**src/rtl/smpd_pkg.sv**
```systemverilog
package smpd_pkg;

    typedef enum logic {
        MODE_SINGLE = 1'b0,
        MODE_PAIRED = 1'b1
    } smpd_mode_e;

endpackage

```
**src/rtl/smpd_polarity.sv**
```systemverilog
module smpd_polarity #(
    parameter int W = 8
) (
    input  logic         pol_true_i,
    input  logic [W-1:0] sample_i,
    output logic [W-1:0] code_o
);
    // Each bit is passed straight or complemented under one shared control.
    for (genvar b = 0; b < W; b++) begin : g_bit
        assign code_o[b] = pol_true_i ? sample_i[b] : ~sample_i[b];
    end
endmodule

```
**src/rtl/smpd_phase_div.sv**
```systemverilog
module smpd_phase_div
    import smpd_pkg::*;
(
    input  logic       clk_i,
    input  logic       rst_n_i,
    input  logic       mode_dual_i,
    output smpd_mode_e mode_o,
    output logic       phase_o
);
    typedef struct packed {
        smpd_mode_e mode;
        logic       phase;
    } div_state_t;

    div_state_t st_d, st_q;

    always_comb begin
        st_d = st_q;
        if (!rst_n_i) begin
            // Mode is only sampled while reset is held.
            st_d.mode  = smpd_mode_e'(mode_dual_i);
            st_d.phase = 1'b0;
        end else if (st_q.mode == MODE_PAIRED) begin
            st_d.phase = ~st_q.phase;
        end
    end

    always_ff @(posedge clk_i) begin
        st_q <= st_d;
    end

    assign mode_o  = st_q.mode;
    assign phase_o = st_q.phase;
endmodule

```
**src/rtl/smpd_lane_regs.sv**
```systemverilog
module smpd_lane_regs
    import smpd_pkg::*;
#(
    parameter int W = 8
) (
    input  logic         clk_i,
    input  logic         rst_n_i,
    input  smpd_mode_e   mode_i,
    input  logic         phase_i,
    input  logic [W-1:0] code_i,
    output logic [W-1:0] port_a_o,
    output logic [W-1:0] port_b_o
);
    typedef struct packed {
        logic [W-1:0] hold;
        logic [W-1:0] pa;
        logic [W-1:0] pb;
    } lane_state_t;

    lane_state_t ln_d, ln_q;

    always_comb begin
        ln_d = ln_q;
        if (!rst_n_i) begin
            ln_d = '0;
        end else if (mode_i == MODE_PAIRED) begin
            if (!phase_i) begin
                // First word of a pair waits in the hold stage.
                ln_d.hold = code_i;
            end else begin
                // Second word: both ports load together.
                ln_d.pa = code_i;
                ln_d.pb = ln_q.hold;
            end
        end else begin
            ln_d.pa = code_i;
        end
    end

    always_ff @(posedge clk_i) begin
        ln_q <= ln_d;
    end

    assign port_a_o = ln_q.pa;
    assign port_b_o = ln_q.pb;
endmodule

```
**src/rtl/smpd_sample_fmt.sv**
```systemverilog
module smpd_sample_fmt
    import smpd_pkg::*;
#(
    parameter int W = 8
) (
    input  logic         clk_i,
    input  logic         rst_n_i,
    input  logic         mode_dual_i,
    input  logic         pol_true_i,
    input  logic [W-1:0] sample_i,
    output logic [W-1:0] port_a_o,
    output logic [W-1:0] port_b_o,
    output logic         clk_out_o
);
    logic [W-1:0] code_w;
    smpd_mode_e   mode_w;
    logic         phase_w;

    smpd_polarity #(.W(W)) pol_i (
        .pol_true_i (pol_true_i),
        .sample_i   (sample_i),
        .code_o     (code_w)
    );

    smpd_phase_div div_i (
        .clk_i       (clk_i),
        .rst_n_i     (rst_n_i),
        .mode_dual_i (mode_dual_i),
        .mode_o      (mode_w),
        .phase_o     (phase_w)
    );

    smpd_lane_regs #(.W(W)) lanes_i (
        .clk_i    (clk_i),
        .rst_n_i  (rst_n_i),
        .mode_i   (mode_w),
        .phase_i  (phase_w),
        .code_i   (code_w),
        .port_a_o (port_a_o),
        .port_b_o (port_b_o)
    );

    assign clk_out_o = (mode_w == MODE_PAIRED) ? phase_w : ~clk_i;
endmodule

```
**config.mk**
```make
export PLATFORM = sky130hd
export DESIGN_NAME = smpd_sample_fmt
export DESIGN_NICKNAME = d
export VERILOG_FILES = /design/src/rtl/smpd_pkg.sv /design/src/rtl/smpd_polarity.sv /design/src/rtl/smpd_phase_div.sv /design/src/rtl/smpd_lane_regs.sv /design/src/rtl/smpd_sample_fmt.sv
export SDC_FILE = /design/constraint.sdc
export NUM_CORES = 1
export LEC_CHECK = 0
export CORE_UTILIZATION = 52
export DETAILED_ROUTE_END_ITERATION = 16
export PLACE_DENSITY = 0.85
export SKIP_LAST_GASP = 1
export SLEW_MARGIN = 20
export SYNTH_ARGS = -nofsm -noshare
export SYNTH_HDL_FRONTEND = slang
export SYNTH_SLANG_ARGS = --single-unit
```
**constraint.sdc**
```tcl
create_clock -name clk_i -period 3.13 [get_ports clk_i]
set_input_delay 0.313 -clock clk_i [delete_from_list [all_inputs] [get_ports clk_i]]
set_output_delay 0.313 -clock clk_i [all_outputs]
set_load 0.005 [all_outputs]
```
==> results.md, run 1 <==
* Max Slew Vio Count at 0
* Post-synthesis cell area at 1242 µm²
* Crit-path cells: clkbuf_4 -> clkbuf_4 -> a21oi_1 -> clkdlybuf4s50_1
* Fin Setup TNS at 0 ns
* PD cells at 522.4 nW/µm²
* Clock Skew at between 0.004 and 0.005 ns
* Setup bufs post-CTS at 0
* Global-route wire length before repair at around 3700 µm
* # diodes at 0
* Post-synthesis register bit count at 26
* Via count at 920
* Tot GR Track Use at 19.96%
* Instance area at placement at 1365 µm²
* Pre-CTS setup slack at 0.6417 ns
* Initial Util at 55.63%
* Critical path's slowest cell: clkdlybuf4s50_1
* Synth Area per Inst at 9.940 µm²
* Crit path largest cell delay at ~0.52 ns
* Number of iterations in the first detailed-routing pass at 4
* PnR worst setup slack at 0.3350 ns
* Crit Path Max Fanout at 2
* Clock Latency Late Sink at 0.43 ns
* Wire per inst at 13.73 µm
* Slew Limit Headroom at 56.02%
* Fillers at about 190
* Worst IR Drop VDD at 0.2972 mV
* Grt ovf at 0
* Final wirelength at 2225 µm
* Leak at between 0.0005 and 0.0006 µW
* Port-buffer cells at 28
* Crit path DAT at between 2 and 2.5 ns
* Final instance area at 1424 µm²
* DIE HEIGHT at 50.88 µm
* Post-layout nets at between 100 and 150
* Max Cap Violations at 0
* Share of cells above drive strength 1 at 15.67%
* CP most frequent cell: clkbuf_4
* YS warnings at 0
* # DRC at 0
* Hold-fix buffers, CTS at 0
* Largest net degree at the start of global routing at 29
* Area Overhead vs Synth at 14.60%
* Hold Fails Final Rpt at 0
* RSZ-0062 raised after global routing: no
* Syn nets at roughly 140
* Die ar. at ~2600 µm²
* HP Class: in -> reg
* Post_cts resized at 0
* CTS tree: yes
* Routed vias/inst at ~5.7
* Most common cell after layout, fill and taps aside: clkdlybuf4s50_1
* Power Total at 743.8 µW
* Crit. End Element: primary output
* CP startpoint kind: clock port
* Final setup fails at 0
* Register Area at between 500 and 600 µm²
* Core Area at roughly 2200 µm²
* Sequential share of the synthesized area at 42.70%
* Crit Path Category: clk -> out
* Vias in the first global route at 901
* Antenna violations before repair at 0
* Multi-input gate area at between 400 and 500 µm²
* Final RePlAce weighted congestion at 0.7283
* I/O pins at 29
* Run status: finished, final reports clean
* DRT iter0 DRCs at 16
* Post-Syn Instances at 125
* Rows at 17
* Chip width at 50.88 µm
* Yosys cell types at 21
* CTS clk-pin slew, worst paths at 0.13 ns
* WP data required at 2.82 ns
* Commonest cells after routing, fill and taps aside: 28 x clkdlybuf4s50_1, 25 x dfxtp_1, 9 x a21oi_1
* Post-route antenna net violation count at 0
* Worst slew pin tran at 0.6576 ns
* HPWL Detailed at between 1000 and 1500 µm
-- layout make-up --
type	count	area share, %
inverter	2	0.5272
clock buffer	8	4.833
timing repair buffer	29	20.04
multi-input combinational	69	34.89
sequential	26	37.26
tap	28	2.460
-- kinds of logic after synthesis --
kind of cell | Yosys count | synth area share, %
buffers and inverters | 30 | 17.32
AOI/OAI and AO/OA | 33 | 20.04
xor gates and xnor gates | 9 | 6.345
and+or+nand+nor | 27 | 13.60
DFF | 26 | 42.70
-- metrics by stage --
step	util (%)	cells	hold slack, ns
floorplan	-	125	0.3685
global placement	61.12	155	0.4631
detailed placement	61.12	155	0.4665
CTS	63.75	162	0.4193
global route	63.75	162	0.4065
finish	63.75	162	0.4293
-- critical path, delay by kind of cell --
kind	cells	cell delay, ns
buf+inv	3	0.75
compound gates	1	0.16
-- final timing paths --
path | startpoint | end | slack (ns) | cells after the start
worst max-delay path | clk_i | clk_out_o | 0.33 | 4
worst min-delay path | mode_dual_i | div_i.mode_o$_DFFE_PN_ | 0.43 | 1
worst max register to register | div_i.mode_o$_DFFE_PN_ | lanes_i.port_a_o[4]$_SDFFE_PN0N_ | 1.79 | 3
worst min register to register | lanes_i.ln_q[19]$_SDFFE_PN0P_ | lanes_i.ln_q[19]$_SDFFE_PN0P_ | 0.49 | 2
-- registers in the layout (all words and copies together) (netlist names) --
register	flops
div_i.mode_o	1
lanes_i.port_b_o	8
div_i.phase_o	1
lanes_i.port_a_o	8
lanes_i.ln_q	8
-- cell usage after synthesis --
| master | instances | area, µm² |
|---|---|---|
| clkbuf_1 | 1 | 3.750 |
| o31ai_1 | 7 | 52.55 |
| xor2_1 | 8 | 70.07 |
| nand4b_1 | 8 | 70.07 |
| nor2_1 | 1 | 3.750 |
| a21oi_1 | 9 | 45.04 |
| xnor2_1 | 1 | 8.760 |
| buf_6 | 3 | 33.78 |
| inv_1 | 1 | 3.750 |
| nand3_1 | 8 | 40.04 |
| inv_2 | 1 | 3.750 |
| edfxtp_1 | 1 | 30.03 |
| buf_4 | 20 | 150.1 |
| buf_2 | 4 | 20.02 |
| o22ai_1 | 8 | 50.05 |
| nand3b_2 | 1 | 11.26 |
| a21bo_2 | 8 | 80.08 |
| dfxtp_1 | 25 | 500.5 |
| nor2b_4 | 1 | 13.76 |
| o31ai_4 | 1 | 21.27 |
| nand2_1 | 8 | 30.03 |
-- metal layers --
layer | part of all wire (%) | routed length [µm] | track usage [%] | vias up
met5 | 0 | 0 | 0 | -
met4 | 2.2 | 48 | 15.28 | 0
met3 | 3.6 | 81 | 5.060 | 5
met2 | 51 | 1139 | 32.44 | 29
met1 | 43 | 956 | 22.28 | 440
li1 | - | - | - | 446
-- where the power goes --
| part | internal, µW | switching, µW | total (µW) |
|---|---|---|---|
| clock network | 124 | 114 | 238 |
| logic | 66.7 | 64.8 | 131 |
| registers | 360 | 14.5 | 374 |
Power figures use the tool's default switching activity.
==> inputs of run 2 (changes only) <==
CORE_UTILIZATION = 60   (was 52)
DONT_BUFFER_PORTS = 1   (was unset)
PLACE_DENSITY = 0.78   (was 0.85)
==> run 2 against run 1 <==
Clock skew shrank 0.0020 ns. Wire length shrank 12%. Utilization shrank 5.4 points. Worst setup slack gained 0.49 ns. Flip-flop and latch count is the same. Cell count shrank 18%. Via count shrank 13%. Final area shrank 20%. Register-to-register slack lost 0.17 ns. Count of clock-buffer cells in the layout shrank 1. Critical path type unchanged.
==> results.md, run 2 (same netlist as run 1, synthesis figures left out) <==
* Crit path DAT at 1.99 ns
* Hold Fails Final Rpt at 0
* WHS at 0.03515 ns
* Area Overhead vs Synth at -7.855%
* Crit Path Category: clk -> out
* Final wirelength at ~1900 µm
* Slew Limit Headroom at 42.88%
* Final RePlAce weighted congestion at 0.7825
* Wire per inst at 14.64 µm
* Worst IR Drop VDD at 0.4722 mV
* RSZ-0062 raised after global routing: no
* Fin Setup TNS at 0 ns
* Run status: finished, final reports clean
* # DRC at 0
* Tot GR Track Use at slightly below 20%
* PD cells at 595.5 nW/µm²
* Max Cap Violations at 0
* CTS tree: yes
* Worst slew pin tran at 0.8556 ns
* Pre-CTS setup slack at approximately 1.1 ns
* Core Area at 1962 µm²
* Rows at 16
* Most common cell after layout, fill and taps aside: dfxtp_1
* # diodes at 0
* Clock Skew at around 0.0025 ns
* Via count at 800
* HP Class: in -> reg
* WP data required at 2.82 ns
* CP startpoint kind: clock port
* Leak at 0.0004107 µW
* Routed vias/inst at between 6 and 7
* Max Slew Vio Count at 0
* Largest net degree at the start of global routing at 29
* Die ar. at 2257 µm²
* Power Total at 681.7 µW
* Crit Path Max Fanout at 2
* Initial Util at 63.33%
* CTS clk-pin slew, worst paths at about 0.13 ns
* Fillers at 196
* Vias in the first global route at 709
* PnR worst setup slack at 0.8239 ns
* Grt ovf at 0
* Post-layout nets at ~120
* I/O pins at 29
* Global-route wire length before repair at 2994 µm
* Post-route antenna net violation count at 0
* DRT iter0 DRCs at 15
* Chip width at 47.51 µm
* DIE HEIGHT at 47.51 µm
* Clock Latency Late Sink at around 0.42 ns
* Commonest cells after routing, fill and taps aside: 25 x dfxtp_1, 9 x a21oi_1
* Share of cells above drive strength 1 at 18.87%
* Number of iterations in the first detailed-routing pass at 4
* Crit. End Element: primary output
* Antenna violations before repair at 0
* Final setup fails at 0
* Port-buffer cells at 0
-- run 2: cell types whose count changed in the layout (fill, tap and decap cells not counted) --
cell             previous run  this run
clkdlybuf4s50_1            28         0
buf_4                       2         1
dlygate4sd3_1               0         1
-- run 2: area by class of cell --
class	count	area (µm²)	area share, %
sequential	26	530.5	46.34
multi-input combinational	69	496.7	43.39
clock buffer	7	58.81	5.137
tap	27	33.78	2.951
timing repair buffer	2	17.52	1.530
inverter	2	7.507	0.6557
-- run 2: layer usage --
metal	global-route usage [%]	vias up	routed length, µm
li1	-	387	-
met1	23.24	381	853
met4	8.571	0	29
met3	9.057	5	119
met2	30.68	27	944
met5	0	-	0
-- run 2: worst paths after layout --
path | startpoint | end | slack (ns) | depth (start not counted)
worst max-delay path | clk_i | clk_out_o | 0.82 | 3
worst min-delay path | rst_n_i | lanes_i.ln_q[22]$_SDFFE_PN0P_ | 0.04 | 2
worst max register to register | div_i.phase_o$_SDFFE_PN0P_ | lanes_i.port_a_o[5]$_SDFFE_PN0N_ | 1.62 | 2
worst min register to register | lanes_i.ln_q[22]$_SDFFE_PN0P_ | lanes_i.ln_q[22]$_SDFFE_PN0P_ | 0.48 | 2
-- run 2: stage by stage --
stage                     cells  utilization, %  area [µm²]
after floorplan             125               -        1242
after global placement      125           54.85        1076
after detailed placement    125           54.85        1076
after CTS                   133           58.35        1145
after global routing        133           58.35        1145
final                       133           58.35        1145
-- run 2: where the power goes --
group | leakage, µW | switching (µW) | internal, µW
clock | 0.0000363 | 108 | 115
combinational | 0.000160 | 39.5 | 32.8
sequential | 0.000215 | 26.2 | 360
total | 0.000411 | 174 | 508
-- run 2: critical path, stage by stage --
cell and delay, ns:
clkbuf_4 0.11, clkbuf_4 0.12, a21oi_1 0.20
-- run 2: timing repair --
| action | CTS | global route |
|---|---|---|
| buffers inserted | 0 | 0 |
| hold buffers | 1 | 0 |
| endpoints found under the hold margin | 1 | 0 |
| gates resized for setup | 0 | 0 |
